## src/rtl/pwm_pkg.sv

```systemverilog
package pwm_pkg;
    localparam int unsigned MAX_EXP   = 10;
    localparam int unsigned PRE_BITS  = MAX_EXP;

    typedef enum logic {
        TGT_DUTY   = 1'b0,
        TGT_PERIOD = 1'b1
    } upd_target_e;

    function automatic logic [3:0] clamp_exp(input logic [3:0] e);
        return (e > 4'(MAX_EXP)) ? 4'(MAX_EXP) : e;
    endfunction

    function automatic logic [PRE_BITS-1:0] pre_limit(input logic [3:0] e);
        logic [PRE_BITS:0] one_hot;
        one_hot = (PRE_BITS+1)'(1) << clamp_exp(e);
        return PRE_BITS'(one_hot - 1'b1);
    endfunction
endpackage

```

## src/rtl/pwm_prescaler.sv

```systemverilog
module pwm_prescaler
    import pwm_pkg::*;
(
    input  logic       clk,
    input  logic       rst,
    input  logic       clr,
    input  logic [3:0] exp_in,
    output logic       tick
);
    logic [PRE_BITS-1:0] pre_cnt;
    logic [PRE_BITS-1:0] limit;

    assign limit = pre_limit(exp_in);
    assign tick  = !clr && (pre_cnt >= limit);

    always_ff @(posedge clk) begin
        if (rst || clr)
            pre_cnt <= '0;
        else if (tick)
            pre_cnt <= '0;
        else
            pre_cnt <= pre_cnt + 1'b1;
    end

    AST_TICK_GAP: assert property (@(posedge clk) disable iff (rst)
        (tick && clamp_exp(exp_in) != 4'd0) |=> (!tick || clamp_exp(exp_in) == 4'd0));
endmodule

```

## src/rtl/pwm_counter.sv

```systemverilog
module pwm_counter #(
    parameter int unsigned W = 16
) (
    input  logic         clk,
    input  logic         rst,
    input  logic         clr,
    input  logic         tick,
    input  logic [W-1:0] period,
    output logic [W-1:0] cnt,
    output logic         wrap,
    output logic         start
);
    logic [W:0] next_cnt;

    assign next_cnt = {1'b0, cnt} + 1'b1;
    assign wrap     = tick && (next_cnt >= {1'b0, period});

    always_ff @(posedge clk) begin
        if (rst || clr) begin
            cnt   <= '0;
            start <= 1'b0;
        end else begin
            start <= wrap;
            if (wrap)
                cnt <= '0;
            else if (tick)
                cnt <= next_cnt[W-1:0];
        end
    end

    AST_START_AT_ZERO: assert property (@(posedge clk) disable iff (rst)
        start |-> (cnt == '0));
endmodule

```

## src/rtl/pwm_shadow_regs.sv

```systemverilog
module pwm_shadow_regs
    import pwm_pkg::*;
#(
    parameter int unsigned W = 16
) (
    input  logic         clk,
    input  logic         rst,
    input  logic         enable,
    input  logic         wrap,
    input  logic         cfg_wr,
    input  logic [W-1:0] cfg_period,
    input  logic [W-1:0] cfg_duty,
    input  logic         upd_wr,
    input  logic         upd_sel,
    input  logic [W-1:0] upd_value,
    output logic [W-1:0] period_r,
    output logic [W-1:0] duty_r
);
    typedef struct packed {
        logic        valid;
        upd_target_e target;
        logic [W-1:0] value;
    } pending_t;

    pending_t pend;

    always_ff @(posedge clk) begin
        if (rst) begin
            pend     <= '0;
            period_r <= '0;
            duty_r   <= '0;
        end else if (!enable) begin
            pend <= '0;
            if (cfg_wr) begin
                period_r <= cfg_period;
                duty_r   <= cfg_duty;
            end
        end else begin
            if (wrap && pend.valid) begin
                if (pend.target == TGT_PERIOD)
                    period_r <= pend.value;
                else
                    duty_r <= pend.value;
            end
            if (upd_wr)
                pend <= '{valid: 1'b1, target: upd_target_e'(upd_sel), value: upd_value};
            else if (wrap)
                pend.valid <= 1'b0;
        end
    end

    AST_HOLD_MID_PERIOD: assert property (@(posedge clk) disable iff (rst)
        (enable && !wrap) |=> ($stable(period_r) && $stable(duty_r)));
    AST_PEND_DROPPED: assert property (@(posedge clk) disable iff (rst)
        !enable |=> !pend.valid);
endmodule

```

## src/rtl/pwm_buffered_channel.sv

```systemverilog
module pwm_buffered_channel
    import pwm_pkg::*;
#(
    parameter int unsigned W = 16
) (
    input  logic         clk,
    input  logic         rst,
    input  logic         enable,
    input  logic [3:0]   prescale,
    input  logic         polarity,
    input  logic         cfg_wr,
    input  logic [W-1:0] cfg_period,
    input  logic [W-1:0] cfg_duty,
    input  logic         upd_wr,
    input  logic         upd_sel,
    input  logic [W-1:0] upd_value,
    output logic         pwm_out,
    output logic         period_start
);
    logic         running;
    logic         hold;
    logic         tick;
    logic         wrap;
    logic [W-1:0] cnt;
    logic [W-1:0] period_r;
    logic [W-1:0] duty_r;
    logic         active;

    always_ff @(posedge clk) begin
        if (rst)
            running <= 1'b0;
        else
            running <= enable;
    end

    assign hold = !(enable && running);

    pwm_prescaler u_pre (
        .clk    (clk),
        .rst    (rst),
        .clr    (hold),
        .exp_in (prescale),
        .tick   (tick)
    );

    pwm_counter #(.W(W)) u_cnt (
        .clk    (clk),
        .rst    (rst),
        .clr    (hold),
        .tick   (tick),
        .period (period_r),
        .cnt    (cnt),
        .wrap   (wrap),
        .start  (period_start)
    );

    pwm_shadow_regs #(.W(W)) u_regs (
        .clk        (clk),
        .rst        (rst),
        .enable     (enable),
        .wrap       (wrap),
        .cfg_wr     (cfg_wr),
        .cfg_period (cfg_period),
        .cfg_duty   (cfg_duty),
        .upd_wr     (upd_wr),
        .upd_sel    (upd_sel),
        .upd_value  (upd_value),
        .period_r   (period_r),
        .duty_r     (duty_r)
    );

    assign active  = running && (cnt >= duty_r);
    assign pwm_out = active ^ polarity;

    AST_IDLE_LEVEL: assert property (@(posedge clk) disable iff (rst)
        !running |-> (pwm_out == polarity));
    AST_OPENS_INACTIVE: assert property (@(posedge clk) disable iff (rst)
        (period_start && duty_r != '0) |-> (pwm_out == polarity));
    AST_DUTY_SATURATE: assert property (@(posedge clk) disable iff (rst)
        (running && duty_r != '0 && duty_r >= period_r) |-> (pwm_out == polarity));
endmodule

```

## config.mk

```make
export PLATFORM = sky130hd
export DESIGN_NAME = pwm_buffered_channel
export DESIGN_NICKNAME = d
export VERILOG_FILES = /design/src/rtl/pwm_pkg.sv /design/src/rtl/pwm_prescaler.sv /design/src/rtl/pwm_counter.sv /design/src/rtl/pwm_shadow_regs.sv /design/src/rtl/pwm_buffered_channel.sv
export SDC_FILE = /design/constraint.sdc
export NUM_CORES = 1
export LEC_CHECK = 0
export ABC_CLOCK_PERIOD_IN_PS = 5500
export BUFFER_PORTS_ARGS = -buffer_cell sky130_fd_sc_hd__clkbuf_2
export CORE_AREA = 2 2 99 101
export DETAILED_ROUTE_END_ITERATION = 10
export DIE_AREA = 0 0 101 103
export PLACE_DENSITY = 0.75
export SLEW_MARGIN = 5
export SYNTH_ARGS = -nofsm -noshare
export SYNTH_HDL_FRONTEND = slang
export SYNTH_HIERARCHICAL = 1
export SYNTH_SLANG_ARGS = --single-unit
```

## constraint.sdc

```tcl
create_clock -name clk -period 5.5 [get_ports clk]
set_clock_uncertainty 0.2 [all_clocks]
set_input_delay 0.55 -clock clk [delete_from_list [all_inputs] [get_ports clk]]
set_output_delay 0.55 -clock clk [all_outputs]
set_load 0.01 [all_outputs]
```

# == Word-level counts from Yosys, hierarchy flattened ==
# Cells that the tools add are included.
# Widths: inputs -> output; s select.
# classes
n_reduce_logical,14
add_sub_neg,3
magnitude_cmp,4
n_shift,1
bitwise_logic,2
n_mux,11
n_eq_ne,3
# op_table
cell,n
$mux 16,8
$add 16x1->17 const B,1
$ge 17x16->1,1
$ge 16x16->1,1
$add 10x1->10 const B,1
$ge 10x10->1,1
$shl 1x4->10 const A,1
$sub 10x1->10 const B,1
$reduce_and 3->1,2
$reduce_or 2->1,3
$logic_and 1x1->1,5
$gt 4x4->1 const B,1
$mux 4,1
$ne 2x1->1 const B,2
$reduce_bool 2->1,2
$mux 1,2
$ne 2x2->1 const B,1
$logic_not 1->1,1
$logic_or 1x1->1,1
$not 1->1,1
$xor 1x1->1,1
# word_totals
output_inout_bits,2
reg_bits,78
input_bits,59

# == Longest topological paths before layout ==
# depth
ltp_word,10
mapped_depth,20
mapped_depth_nobuf,16

# == Hierarchy ==
# The synthesis kept the hierarchy.
# modules_own_cells
mod,area_each_um2,cells_each,n_inst
pwm_shadow_regs,2257.2,213,1
pwm_counter,1486.4,176,1
pwm_prescaler,828.3,91,1
pwm_buffered_channel,474.2,59,1

# == Least setup slack after synthesis ==
# No wires, ideal clock.
# synth_timing
kind,input port to flip-flop
start,input port prescale[2]
end,register u_regs.duty_r[10]
t_arrival_ns,3.776
setup_time_ns,0.081
setup_slack_ns,1.443
required_ns,5.219
cell_stages,20
cell_sequence,clkbuf_1 > nor2_1 > nand3b_1 > ha_1 > nor3_1 > a21o_1 > a32oi_1 > ha_1 > a211o_1 > o211ai_2 > o311ai_0 > o21ba_2 > inv_2 > a21oi_1 > and4b_1 > buf_6 > or2_1 > buf_6 > buf_6 > a211oi_2
# synth_via
elab_chain_cells,10
# synth_lines
item,line,source
"start, declared",pwm_buffered_channel.sv:9,"input logic [3:0] prescale,"
$gt 4x4->1,pwm_pkg.sv:11,return (e > 4'(MAX_EXP)) ? 4'(MAX_EXP) : e;
$mux 4 (*),pwm_pkg.sv:11,
$shl 1x4->10 (*),pwm_pkg.sv:16,one_hot = (PRE_BITS+1)'(1) << clamp_exp(e);
$sub 10x1->10 (*),pwm_pkg.sv:17,return PRE_BITS'(one_hot - 1'b1);
$ge 10x10->1 (*),pwm_prescaler.sv:14,assign tick = !clr && (pre_cnt >= limit);
$logic_and 1x1->1 (*),pwm_prescaler.sv:14,
named net tick,pwm_buffered_channel.sv:22,logic tick;
$logic_and 1x1->1 (*),pwm_counter.sv:16,"assign wrap = tick && (next_cnt >= {1'b0, period});"
named net wrap,pwm_buffered_channel.sv:23,logic wrap;
$logic_and 1x1->1 (*),pwm_shadow_regs.sv:39,if (wrap && pend.valid) begin
$ne 2x1->1 (no line) (*),--,
$reduce_and 3->1 (no line) (*),--,
"end signal, assigned",pwm_shadow_regs.sv:36,duty_r <= cfg_duty;
"end signal, assigned",pwm_shadow_regs.sv:43,duty_r <= pend.value;
"end, declared",pwm_shadow_regs.sv:17,output logic [W-1:0] duty_r
# The timed path passes the listed nets; every way through them passes the cells marked *.
# A chain may end at the register's enable or synchronous reset.

# == Worst setup path after layout ==
# layout_timing
start,input port prescale[2]
end,register u_regs.period_r[8]
# layout_via
elab_chain_cells,10
# layout_lines
item,line,source
$gt 4x4->1,pwm_pkg.sv:11,
$mux 4 (*),pwm_pkg.sv:11,
$shl 1x4->10 (*),pwm_pkg.sv:16,
$sub 10x1->10 (*),pwm_pkg.sv:17,
$ge 10x10->1 (*),pwm_prescaler.sv:14,
$logic_and 1x1->1 (*),pwm_prescaler.sv:14,
named net tick,pwm_buffered_channel.sv:22,
$logic_and 1x1->1 (*),pwm_counter.sv:16,
named net wrap,pwm_buffered_channel.sv:23,
$logic_and 1x1->1 (*),pwm_shadow_regs.sv:39,
$ne 2x1->1 (no line) (*),--,
$reduce_and 3->1 (no line) (*),--,
"end signal, assigned",pwm_shadow_regs.sv:35,period_r <= cfg_period;
"end signal, assigned",pwm_shadow_regs.sv:41,period_r <= pend.value;
"end, declared",pwm_shadow_regs.sv:16,"output logic [W-1:0] period_r,"
# Marks and branches as above.

==> metrics.md <==
| Metric | Value |
|---|---|
| Status | finished, final reports clean |
| Cts repair resizes | 0 |
| Kind of end point of the critical path | flip-flop |
| Final Hold Viols | 0 |
| Commonest non-fill, non-tap cell in the layout | dfxtp_1 |
| Pin count of the biggest net entering global routing | 38 |
| Most frequent cells in the layout | 78 x dfxtp_1, 64 x nor3_1, 60 x clkbuf_2 |
| Port bufs | 60 |
| Dpl cell area | approximately 0.0053 mm2 |
| Pre-antenna DRT Iters | 4 |
| Register area | 0.00156 mm2 |
| Static Leak | 2.24 nW |
| Post-CTS Setup Repair Bufs | 0 |
| Average cell area after synthesis | between 9 and 10 um2 |
| Iter 0 DRT Violations | 219 |
| Cells after Synth | between 500 and 600 |
| Share of power burned in registers | 51.3% |
| Peak VDD IR | approximately 140 uV |
| Top Layer Used | met4 |
| Seq/Total Area, Yosys | 30.9% |
| CTS root buffer | clkbuf_8 |
| Period utilization | roughly 83% |
| N_diodes | 0 |
| Area growth syn-to-layout | 8.85% |
| Int Pwr | 0.829 mW |
| Die height | slightly above 100 um |
| First-pass GRT wire length | ~19,000 um |
| Total wire length | 11,700 um |
| Area of the multi-input gates | 0.00312 mm2 |
| Slew Limit Headroom | 45.0% |
| TritonCTS buffer count | 9 |
| Final core utilization | 58.1% |
| Clk buf depth | 2 |
| Synth Register Bits | 78 |
| Net Count, Synth | 643 |
| Setup_tns | 0 ns |
| Routed WL per cell | 16.7 um |
| Tot Pwr | 1.17 mW |
| Final setup viols | 0 |
| Clock power frac | 34.4% |
| Die X | 101 um |
| Starting Density | 53.3% |
| Async SR Flop Fraction | 0% |
| Nets | 684 |
| Top post-synthesis cells by area | dfxtp_1 31%, ha_1 11%, mux2i_1 10% |
| CP max FO | 17 |
| Final min period | 4.58 ns |
| R2r setup slk | 1.00 ns |
| Slew Viols, Final | 0 |
| Clock sink count | 78 |
| Worst-Skew Late Latency | 0.36 ns |
| Psw | 0.338 mW |
| Comb pwr share | roughly 14% |
| Final cell count without fillers | 699 |
| Final hold slack | ~0.23 ns |
| Clock transition at the registers of the reported paths | 0.09 ns |
| Fmax | 218 MHz |
| Reg2Reg Depth | 15 |
| Routed met3 length | about 660 um |
| CP Launch Point | prescale[2] |
| RSZ-0062 raised after global routing | false |
| Die area | about 0.010 mm2 |
| Sw Ratio | ~29% |
| EDFF count, synth | 0 |
| Yosys top cell by area | dfxtp_1 |
| Vias per inst | 5.77 |
| Least-Margin Pin Slew | 0.824 ns |
| Hold buffer count at cts | 0 |
| Share of cells above drive strength 1 | 21.9% |
| Initial antenna violation count | 0 |
| Htree depth | 3 |
| Library cells used by synthesis | 56 |
| Final WS setup | 0.916 ns |
| Worst EP arrival | 4.60 ns |
| Vias in the first global route | 3,986 |
| Top FF cell, synth | dfxtp_1 |
| RR Startpoint | u_cnt/cnt[0] |
| Dpl ws | ~0.58 ns |
| Metal1 wirelength | between 5000 and 6000 um |
| Crit Path Category | input pin to flip-flop |
| CTS tree | done |
| Total Routing Usage GR | between 20% and 30% |
| Worst hold path type | input pin to flip-flop |
| Post-route ant nets | 0 |
| Met2 WL | approximately 5500 um |
| GR Overflow Total | 0 |
| Final Cell Area | approximately 0.0055 mm2 |
| Row count | 36 |
| Worst EP required | 5.51 ns |
| Max Cap Violations | 0 |
| Core area | 0.00946 mm2 |
| Power per cell area | 213 mW/mm2 |
| Setup crit end | u_regs/period_r[8] |
| Critical Path Source Type | input pin |
| Mapped Area | 0.00505 mm2 |
| Fill cell count | 854 |
| Routability Congestion | 0.910 |
| Dpl cells | 683 |
| DRC | 0 |
| Dpl hpwl | about 9000 um |
| Synth Warn # | 6 |
| R2R Path End | u_regs/period_r[8] |
| Share of the synthesized area in the top cell type | 30.9% |
| I/O pin cnt | 61 |
| Via Count | 4,034 |
==> synth_stat cells (2+ instances only) <==
cell type,n
nand4_1,13
o21ai_0,8
a2111oi_4,2
a211oi_1,13
nor3_1,64
mux2i_1,51
buf_2,8
buf_4,2
a211oi_2,21
inv_1,38
nor2b_1,4
nand3_4,2
nand3b_1,2
and4_1,4
nand2_1,18
ha_1,45
nor3_2,4
xor2_1,19
a31oi_1,2
nor2_1,33
dfxtp_1,78
a21oi_1,17
buf_6,9
nand3_1,11
or2_1,3
a21o_1,2
nand2b_1,2
xnor2_1,20
and3_4,2
clkbuf_1,16
==> cell families (layout without fill, tap and decap cells) <==
logic type	Yosys count	count (layout)	synth area share, %
buffers and inverters	74	120	7.19
AO/OA/AOI/OAI	77	77	14.2
adder cells (fa/ha/maj)	45	45	11.2
AND/OR/NAND/NOR	175	175	19.6
multiplexers	51	51	10.1
XOR/XNOR	39	39	6.77
flip-flops	78	78	30.9
==> power by group through the flow <==
stage | registers, mW | clock network, mW | logic (mW)
after floorplan | 0.606 | 0 | 0.122
after global placement | 0.611 | 0 | 0.159
after detailed placement | 0.612 | 0 | 0.166
after CTS | 0.599 | 0.412 | 0.167
after global routing | 0.601 | 0.435 | 0.185
final | 0.599 | 0.401 | 0.167
==> how the worst min path moves through the flow <==
stage               startpoint               to  slack (ns)  cells past startpoint
2_1_floorplan  u_regs/pend[17]  u_regs/pend[17]        0.27                      2
4_1_cts          upd_value[13]  u_regs/pend[13]        0.22                      3
3_3_place_gp   u_regs/pend[17]  u_regs/pend[17]        0.29                      2
5_1_grt           upd_value[7]   u_regs/pend[7]        0.23                      3
6_report          upd_value[3]   u_regs/pend[3]        0.23                      3
3_5_place_dp   u_regs/pend[17]  u_regs/pend[17]        0.30                      2
==> worst max-delay path, stage by stage <==
cell,delay [ns]
clkbuf_2,0.15
nor2_1,0.22
nand3b_1,0.12
ha_1,0.30
nor3_1,0.25
mux2i_1,0.12
nor2_1,0.10
a21oi_1,0.05
ha_1,0.31
nand4_1,0.18
o311ai_0,0.36
o21ba_2,0.34
inv_2,0.15
a21oi_1,0.24
and4_4,0.39
or2_1,0.61
a211oi_2,0.16
==> metal layers <==
metal / vias to the layer above / track usage, %
met5: - / 0
li1: 2003 / -
met1: 1905 / 30.8
met2: 101 / 39.2
met4: 0 / 9.56
met3: 25 / 5.15
==> cell type report <==
class / instances / area share [%]
Clock buffer: 9 / 2.26
Clock inverter: 7 / 1.03
Inverter: 39 / 2.67
Multi-Input combinational cell: 387 / 56.9
Sequential cell: 78 / 28.4
Tap cell: 114 / 2.60
Timing Repair Buffer: 65 / 6.15
==> sequential cells by signal (all words and copies together), names as in the netlist <==
signal	flops
u_pre/pre_cnt	10
u_regs/duty_r	16
running	1
u_cnt/start	1
u_regs/period_r	16
u_regs/pend	18
u_cnt/cnt	16
(Power assumes the default switching activity.)
